File: src/rtl/sarPkg.sv
package sarPkg;

  localparam int IDX_W = 4;
  localparam logic [3:0] RESERVED_CH = 4'd13;

  typedef enum logic [1:0] {
    PH_IDLE = 2'd0,
    PH_ACQ  = 2'd1,
    PH_BITS = 2'd2,
    PH_LOAD = 2'd3
  } sarPhaseT;

  typedef struct packed {
    logic             capture;
    logic             start;
    logic             decide;
    logic             load;
    logic [IDX_W-1:0] bitIdx;
  } sarStrobeT;

endpackage

File: src/rtl/sarCtrl.sv
module sarCtrl
  import sarPkg::*;
#(
  parameter int RES_BITS = 10,
  parameter int DIV      = 4
) (
  input  logic      clk,
  input  logic      rstN,
  input  logic      adcOn,
  input  logic      goSet,
  input  logic      goClr,
  input  logic      clkSel,
  input  logic      sleep,
  input  logic      rcTick,
  output logic      goBusy,
  output logic      sampleEn,
  output sarStrobeT strb
);

  sarPhaseT         phaseQ, phaseD;
  logic [IDX_W-1:0] idxQ, idxD;
  logic             sysTick;
  logic             stepTick;
  logic             busy;

  generate
    if (DIV == 1) begin : g_noDiv
      assign sysTick = !sleep;
    end else begin : g_div
      localparam int DIVW = $clog2(DIV);
      logic [DIVW-1:0] divCnt;
      logic            wrap;
      assign wrap    = (divCnt == DIVW'(DIV - 1));
      assign sysTick = wrap && !sleep;
      always_ff @(posedge clk or negedge rstN) begin
        if (!rstN) begin
          divCnt <= '0;
        end else if (strb.capture) begin
          divCnt <= '0;
        end else if (!sleep) begin
          divCnt <= wrap ? '0 : divCnt + 1'b1;
        end
      end
    end
  endgenerate

  assign stepTick = clkSel ? rcTick : sysTick;
  assign busy     = (phaseQ != PH_IDLE);
  assign goBusy   = busy;
  assign sampleEn = (phaseQ == PH_ACQ);

  always_comb begin
    strb   = '0;
    phaseD = phaseQ;
    idxD   = idxQ;
    if (!adcOn || (busy && goClr)) begin
      phaseD = PH_IDLE;
    end else begin
      unique case (phaseQ)
        PH_IDLE: begin
          if (goSet) begin
            strb.capture = 1'b1;
            phaseD       = PH_ACQ;
          end
        end
        PH_ACQ: begin
          if (stepTick) begin
            strb.start = 1'b1;
            phaseD     = PH_BITS;
            idxD       = IDX_W'(RES_BITS - 1);
          end
        end
        PH_BITS: begin
          if (stepTick) begin
            strb.decide = 1'b1;
            strb.bitIdx = idxQ;
            if (idxQ == '0) phaseD = PH_LOAD;
            else            idxD   = idxQ - 1'b1;
          end
        end
        PH_LOAD: begin
          if (stepTick) begin
            strb.load = 1'b1;
            phaseD    = PH_IDLE;
          end
        end
        default: phaseD = PH_IDLE;
      endcase
    end
  end

  always_ff @(posedge clk or negedge rstN) begin
    if (!rstN) begin
      phaseQ <= PH_IDLE;
      idxQ   <= '0;
    end else begin
      phaseQ <= phaseD;
      idxQ   <= idxD;
    end
  end

  AST_START_NEEDS_ON: assert property (@(posedge clk) disable iff (!rstN)
    $rose(goBusy) |-> $past(adcOn && goSet));

  AST_OFF_ABORTS: assert property (@(posedge clk) disable iff (!rstN)
    !adcOn |=> !goBusy);

  AST_SLEEP_FREEZE: assert property (@(posedge clk) disable iff (!rstN)
    (busy && sleep && !clkSel && adcOn && !goClr) |=> ($stable(phaseQ) && $stable(idxQ)));

  AST_SAMPLE_ONLY_ACQ: assert property (@(posedge clk) disable iff (!rstN)
    strb.decide |-> !sampleEn);

endmodule

File: src/rtl/sarDatapath.sv
module sarDatapath
  import sarPkg::*;
#(
  parameter int RES_BITS = 10
) (
  input  logic                clk,
  input  logic                rstN,
  input  sarStrobeT           strb,
  input  logic                cmpIn,
  input  logic [3:0]          chanSel,
  input  logic [1:0]          refSel,
  input  logic                flagClr,
  output logic [RES_BITS-1:0] trialCode,
  output logic [7:0]          resHi,
  output logic [7:0]          resLo,
  output logic                intFlag,
  output logic [3:0]          muxSel,
  output logic                muxFixed,
  output logic                refPosExt,
  output logic                refNegExt
);

  localparam int HI_BITS = RES_BITS - 8;

  logic [RES_BITS-1:0] sarQ, sarNext;
  logic [RES_BITS-1:0] result;
  logic [3:0]          chanQ;
  logic [1:0]          refQ;
  logic                flagQ;

  always_comb begin
    sarNext = sarQ;
    for (int i = 0; i < RES_BITS; i++) begin
      if (IDX_W'(i) == strb.bitIdx)          sarNext[i] = sarQ[i] & cmpIn;
      else if (IDX_W'(i + 1) == strb.bitIdx) sarNext[i] = 1'b1;
    end
  end

  always_ff @(posedge clk or negedge rstN) begin
    if (!rstN) begin
      sarQ <= '0;
    end else if (strb.capture) begin
      sarQ <= '0;
    end else if (strb.start) begin
      sarQ <= RES_BITS'(1) << (RES_BITS - 1);
    end else if (strb.decide) begin
      sarQ <= sarNext;
    end
  end

  // Result pair is deliberately outside reset: reset never writes it.
  always_ff @(posedge clk) begin
    if (strb.load) result <= sarQ;
  end

  always_ff @(posedge clk or negedge rstN) begin
    if (!rstN) begin
      flagQ <= 1'b0;
    end else if (strb.load) begin
      flagQ <= 1'b1;
    end else if (flagClr) begin
      flagQ <= 1'b0;
    end
  end

  always_ff @(posedge clk or negedge rstN) begin
    if (!rstN) begin
      chanQ <= '0;
      refQ  <= '0;
    end else if (strb.capture) begin
      chanQ <= chanSel;
      refQ  <= refSel;
    end
  end

  assign trialCode = sarQ;
  assign intFlag   = flagQ;
  assign resLo     = result[7:0];
  assign resHi     = {{(8 - HI_BITS){1'b0}}, result[RES_BITS-1:8]};
  assign muxFixed  = (chanQ == RESERVED_CH);
  assign muxSel    = muxFixed ? 4'd0 : chanQ;
  assign refPosExt = refQ[0];
  assign refNegExt = refQ[1];

  AST_RES_ONLY_ON_LOAD: assert property (@(posedge clk) disable iff (!rstN)
    !strb.load |=> $stable(result));

  AST_LOAD_SETS_FLAG: assert property (@(posedge clk) disable iff (!rstN)
    strb.load |=> intFlag);

  AST_FLAG_STICKY: assert property (@(posedge clk) disable iff (!rstN)
    (intFlag && !flagClr) |=> intFlag);

  AST_SEL_HELD: assert property (@(posedge clk) disable iff (!rstN)
    !strb.capture |=> ($stable(muxSel) && $stable(refPosExt) && $stable(refNegExt)));

endmodule

File: src/rtl/sarAdcCtrl.sv
module sarAdcCtrl
  import sarPkg::*;
#(
  parameter int RES_BITS = 10,
  parameter int DIV      = 4
) (
  input  logic       clk,
  input  logic       rstN,
  input  logic       adcOn,
  input  logic       goSet,
  input  logic       goClr,
  input  logic [3:0] chanSel,
  input  logic [1:0] refSel,
  input  logic       clkSel,
  input  logic       sleep,
  input  logic       rcTick,
  input  logic       flagClr,
  input  logic       cmpIn,
  output logic       goBusy,
  output logic [7:0] resHi,
  output logic [7:0] resLo,
  output logic       intFlag,
  output logic [9:0] trialCode,
  output logic       sampleEn,
  output logic [3:0] muxSel,
  output logic       muxFixed,
  output logic       refPosExt,
  output logic       refNegExt
);

  sarStrobeT strb;

  sarCtrl #(.RES_BITS(RES_BITS), .DIV(DIV)) u_ctrl (
    .clk      (clk),
    .rstN     (rstN),
    .adcOn    (adcOn),
    .goSet    (goSet),
    .goClr    (goClr),
    .clkSel   (clkSel),
    .sleep    (sleep),
    .rcTick   (rcTick),
    .goBusy   (goBusy),
    .sampleEn (sampleEn),
    .strb     (strb)
  );

  sarDatapath #(.RES_BITS(RES_BITS)) u_dp (
    .clk       (clk),
    .rstN      (rstN),
    .strb      (strb),
    .cmpIn     (cmpIn),
    .chanSel   (chanSel),
    .refSel    (refSel),
    .flagClr   (flagClr),
    .trialCode (trialCode),
    .resHi     (resHi),
    .resLo     (resLo),
    .intFlag   (intFlag),
    .muxSel    (muxSel),
    .muxFixed  (muxFixed),
    .refPosExt (refPosExt),
    .refNegExt (refNegExt)
  );

endmodule

File: config.mk
export PLATFORM = sky130hd
export DESIGN_NAME = sarAdcCtrl
export DESIGN_NICKNAME = d
export VERILOG_FILES = /design/src/rtl/sarPkg.sv /design/src/rtl/sarCtrl.sv /design/src/rtl/sarDatapath.sv /design/src/rtl/sarAdcCtrl.sv
export SDC_FILE = /design/constraint.sdc
export NUM_CORES = 1
export LEC_CHECK = 0
export ABC_AREA = 1
export BUFFER_PORTS_ARGS = -buffer_cell sky130_fd_sc_hd__buf_2
export CORE_MARGIN = 4
export CORE_UTILIZATION = 33
export CTS_CLUSTER_SIZE = 14
export DETAILED_ROUTE_END_ITERATION = 6
export PLACE_DENSITY = 0.66
export SYNTH_ARGS = -nofsm -noshare
export SYNTH_HDL_FRONTEND = slang
export SYNTH_SLANG_ARGS = --single-unit
File: constraint.sdc
create_clock -name clk -period 1.9 [get_ports clk]
set_input_delay 0.095 -clock clk [delete_from_list [all_inputs] [get_ports clk]]
set_output_delay 0.095 -clock clk [all_outputs]
set_load 0.05 [all_outputs]
# == Word-level counts from Yosys, hierarchy flattened ==
# Cells that the tools add are included.
# totals
ff_bits,35
inputBits,16
output_inout_bits,36
word_cells,138
# op_classes
n_addsub,2
eq_ne,24
mux,50
bitwise_logic,11
n_reduce_logical,34
# ops
cell,n
nonzero test 4 bit,10
2-to-1 mux 10 bit,3
2-to-1 mux 1 bit,29
2-to-1 mux 4 bit,6
AND reduction 2 bit,10
2-to-1 mux 2 bit,9
"== test 3 x 4 -> 1 bit, first input constant",4
"== test 4 bit, first input constant",3
"inequality test 3 x 1 -> 1 bit, second input constant",4
bitwise AND 1 bit,10
AND reduction 5 bit,2
"== test 2 x 4 -> 1 bit, first input constant",2
logical NOT 4 bit,2
2-to-1 mux 8 bit,1
one-hot mux 2 bit (4 select lines),1
one-hot mux 4 bit (2 select lines),1
"== test 2 bit, second input constant",3
"inequality test 2 x 1 -> 1 bit, second input constant",3
nonzero test 2 bit,3
"== test 1 x 4 -> 1 bit, first input constant",1
"== test 4 bit, second input constant",1
"subtractor 4 x 1 -> 4 bit, second input constant",1
"inequality test 3 x 2 -> 1 bit, second input constant",1
nonzero test 3 bit,1
other kinds (8),10

# == Logic depth before layout (Yosys ltp) ==
# depth
depth_word,12
depth_mapped,12
depth_no_buf,12

# == Hierarchy ==
# From an unflattened synthesis, not the netlist that was laid out.
# hier_totals
hier_cells,212
hier_area_um2,1845.5
# by_module_without_submodules
module,instances,cells_each,area_each_um2,seq_area_each_um2
sarDatapath,1,128,1232.4,725.7
sarCtrl,1,84,613.1,200.2

# == Least setup slack after synthesis ==
# No wires, ideal clock.
# synth_path
path_type,flip-flop to output port
start,register u_dp.chanQ[1]
end,output muxSel[0]
arrival_ns,2.846
required_time_ns,1.805
path_slack_ns,-1.041
stages_incl_launch_ff,3
n_path_buf,0
path_cell_list,dfrtp_1 -> nor4_1 -> nor2_1
# synth_between
elab_chain_cells,2
# synth_lines
item,line_no,text
start: declaration,sarDatapath.sv:27,logic [3:0] chanQ;
start signal: assignment,sarDatapath.sv:71,chanQ <= chanSel;
== test 4 bit,sarDatapath.sv:80,assign muxFixed = (chanQ == RESERVED_CH);
named net muxFixed,sarAdcCtrl.sv:26,"output logic muxFixed,"
2-to-1 mux 4 bit,sarDatapath.sv:81,assign muxSel = muxFixed ? 4'd0 : chanQ;
end: declaration,sarAdcCtrl.sv:25,"output logic [3:0] muxSel,"
# The timed path passes the listed nets, and every way through them passes these cells.

==> results.sh <==
export IMPL_status="finished, final reports clean"
export IMPL_grt_pass1_vias=1505
export IMPL_drv_cap=0
export IMPL_first_pass_iters=4
export IMPL_grt_pass1_wl_um=6820
export IMPL_rrSetupSlack_ns=0.15
export IMPL_final_setup_tns_ns=0
export IMPL_fin_util_pct=42.0
export IMPL_final_cells=343
export IMPL_clk_path_buf_depth=2
export IMPL_grt_use_total_pct=11.9
export IMPL_synth_async_reset_ratio_pct=71.4
export IMPL_crit_arrival_ns=1.73
export IMPL_crit_required_ns=1.88
export IMPL_wirelength_um=3960
export IMPL_first_iter_violations=75
export IMPL_drc=0
export IMPL_min_period_over_period_pct=92.3
export IMPL_htreeDepth=2
export IMPL_clk_latency_ns=0.28
export IMPL_finalHoldViolations=0
export IMPL_num_rows=27
export IMPL_cp_start_kind="flip-flop"
export IMPL_num_vias=1627
export IMPL_worstMarginPinSlew_ns=0.562
export IMPL_fin_area_mm2=0.00234
export IMPL_cp_max_fo=10
export IMPL_core_area_mm2=0.00557
export IMPL_cts_sinks=35
export IMPL_hold_ws_ns=0.0399
export IMPL_finalMaxSlewViolations=0
export IMPL_nets=292
export IMPL_fmax_ghz=0.570
export IMPL_synth_area_top_cells="dfrtp_1 32%, edfxtp_1 16%, nand2_1 9.3%"
export IMPL_start_util_pct=34.6
export IMPL_dp_slack_ns=0.0317
export IMPL_relSlewSlack_pct=62.5
export IMPL_die_w_um=84.5
export IMPL_gr_total_overflow=0
export IMPL_io_pins=52
export IMPL_setup_violations=0
export IMPL_cts_setup_buffers=0
export IMPL_area_growth_pct=21.3
export IMPL_clkTransAtPathRegs_ns=0.07
export IMPL_synth_edf_count=10
export IMPL_finalClockSkew_ns=0.00367
export IMPL_nFillCells=574
export IMPL_grt_start_max_net_pins=26
export IMPL_cts_tree="built"
export IMPL_synth_top_cell_by_area="dfrtp_1"
export IMPL_synth_top_area_share_pct=32.4
export IMPL_ys_types=38
export IMPL_power_density_mw_per_mm2=1330
export IMPL_avgRoutedWirePerCell_um=11.5
export IMPL_rsz0062_at_grt="false"
export IMPL_yosysWarnings=0
export IMPL_die_y_um=84.5
export IMPL_antenna_found_initial=0
export IMPL_drive_above_1_share_pct=29.5
export IMPL_dieArea_mm2=0.00714
export IMPL_regArea_um2=926
export IMPL_placed_cell_area_mm2=0.00224
export IMPL_ys_seq_elements=35
export IMPL_timing_final_ws_setup_ns=0.146
export IMPL_numCtsBuffers=5
export IMPL_ant_nets=0
export IMPL_p_leak_nw=1.20
export IMPL_multiInputGateArea_um2=881
export IMPL_fin_total_pwr_mw=3.11
export IMPL_netlist_instances=218
export IMPL_io_buffers=45
export IMPL_place_hpwl_um=3090
export IMPL_cp_end_kind="flip-flop"
export IMPL_root_buffer="clkbuf_8"
export IMPL_syn_area_per_cell_um2=8.86
export IMPL_synth_ff_type="dfrtp_1"
export IMPL_post_route_min_period_ns=1.75
export IMPL_via_per_inst=4.74
export IMPL_finalWeightedCongestion=0.820
export IMPL_synth_seq_area_share_pct=48.0
export IMPL_syn_cell_area_mm2=0.00193
export IMPL_path_class="flip-flop to flip-flop"
export IMPL_antenna_cells=0
export IMPL_hp_class="primary input to flip-flop"
export IMPL_vdd_drop_max_v=0.000490
export IMPL_post_place_cells=333
==> cells in the final DEF, fill, tap and decap left out, drive strengths merged, types with 3 or more instances in the layout <==
cell type,count
o21ai,10
nor3,3
dfrtp,25
ha,6
nand3,15
clkbuf,6
mux2,3
nand2,53
nor2,27
inv,23
buf,47
conb,6
nand4,4
clkinv,4
a21oi,12
edfxtp,10
==> cells by family after synthesis <==
group,synth area share [%]
buf+inv,8.17
compound gates,8.75
xor+xnor,0.454
mux,1.75
fa+ha+maj,3.89
flops,48.0
simple gates,28.8
other cells,0.194
==> worst max-delay path: stages (launching register included) <==
cell	delay (ns)
dfrtp_1	0.41
inv_1	0.10
ha_1	0.20
inv_2	0.08
nand2_4	0.07
nand2_1	0.07
nor2_1	0.16
nand2_1	0.13
clkinvlp_4	0.22
==> routing by layer <==
metal,up-vias,GRT usage [%],share of wire [%]
li1,814,-,-
met1,761,14.9,45
met2,47,18.1,46
met3,5,4.42,7.4
met4,0,5.32,1.9
met5,-,0,0
==> area by class of cell <==
cell class | instances | share of cell area (%)
well taps | 72 | 3.85
multi-input cells | 153 | 37.6
clock buffers | 6 | 3.10
repair buffers | 49 | 11.1
inverters | 26 | 4.43
flip-flops and latches | 35 | 39.5
clock inverters | 2 | 0.374
==> what timing repair did <==
item	in CTS	in global routing
setup endpoints to repair	0	10
gates resized for setup	0	1
hold buffers	2	0
hold endpoints to repair	26	0
==> synth_stat cells (all sizes together) (2+ instances only) <==
library cell  instances
mux2                  3
inv                  24
o21ai                10
o21bai                2
nor3b                 2
ha                    6
edfxtp               10
buf                   7
a21oi                12
nor3                  3
nand4                 4
nand3                15
clkinv                2
nor2                 27
clkbuf                2
dfrtp                25
o22ai                 2
nand2                53
==> power by group <==
group	leakage, nW	total, mW	switching [mW]	internal [mW]
Clock	0.0426	0.500	0.248	0.251
Sequential	0.422	1.11	0.158	0.949
Combinational	0.739	1.50	1.09	0.409
Total	1.20	3.11	1.50	1.61
==> state kept, by name, indices dropped and copies added, names as in the netlist <==
name,flops
u_ctrl.idxQ,4
u_dp.trialCode,10
u_ctrl.g_div.divCnt,2
u_dp.intFlag,1
u_dp.chanQ,4
u_dp.result,10
u_ctrl.phaseQ,2
u_dp.refQ,2
==> final timing paths <==
path                                        start                endpoint  depth (start not counted)
worst max-delay path             u_ctrl.phaseQ[0]          u_dp.result[4]                          8
worst min-delay path                    refSel[1]            u_dp.refQ[1]                          2
worst max register to register   u_ctrl.phaseQ[0]          u_dp.result[4]                          8
worst min register to register  u_dp.trialCode[7]          u_dp.result[7]                          0
max in group asynchronous                    rstN          u_ctrl.idxQ[2]                          2
min in group asynchronous                    rstN  u_ctrl.g_div.divCnt[1]                          2
No activity file was read; power rests on OpenSTA's default activity.
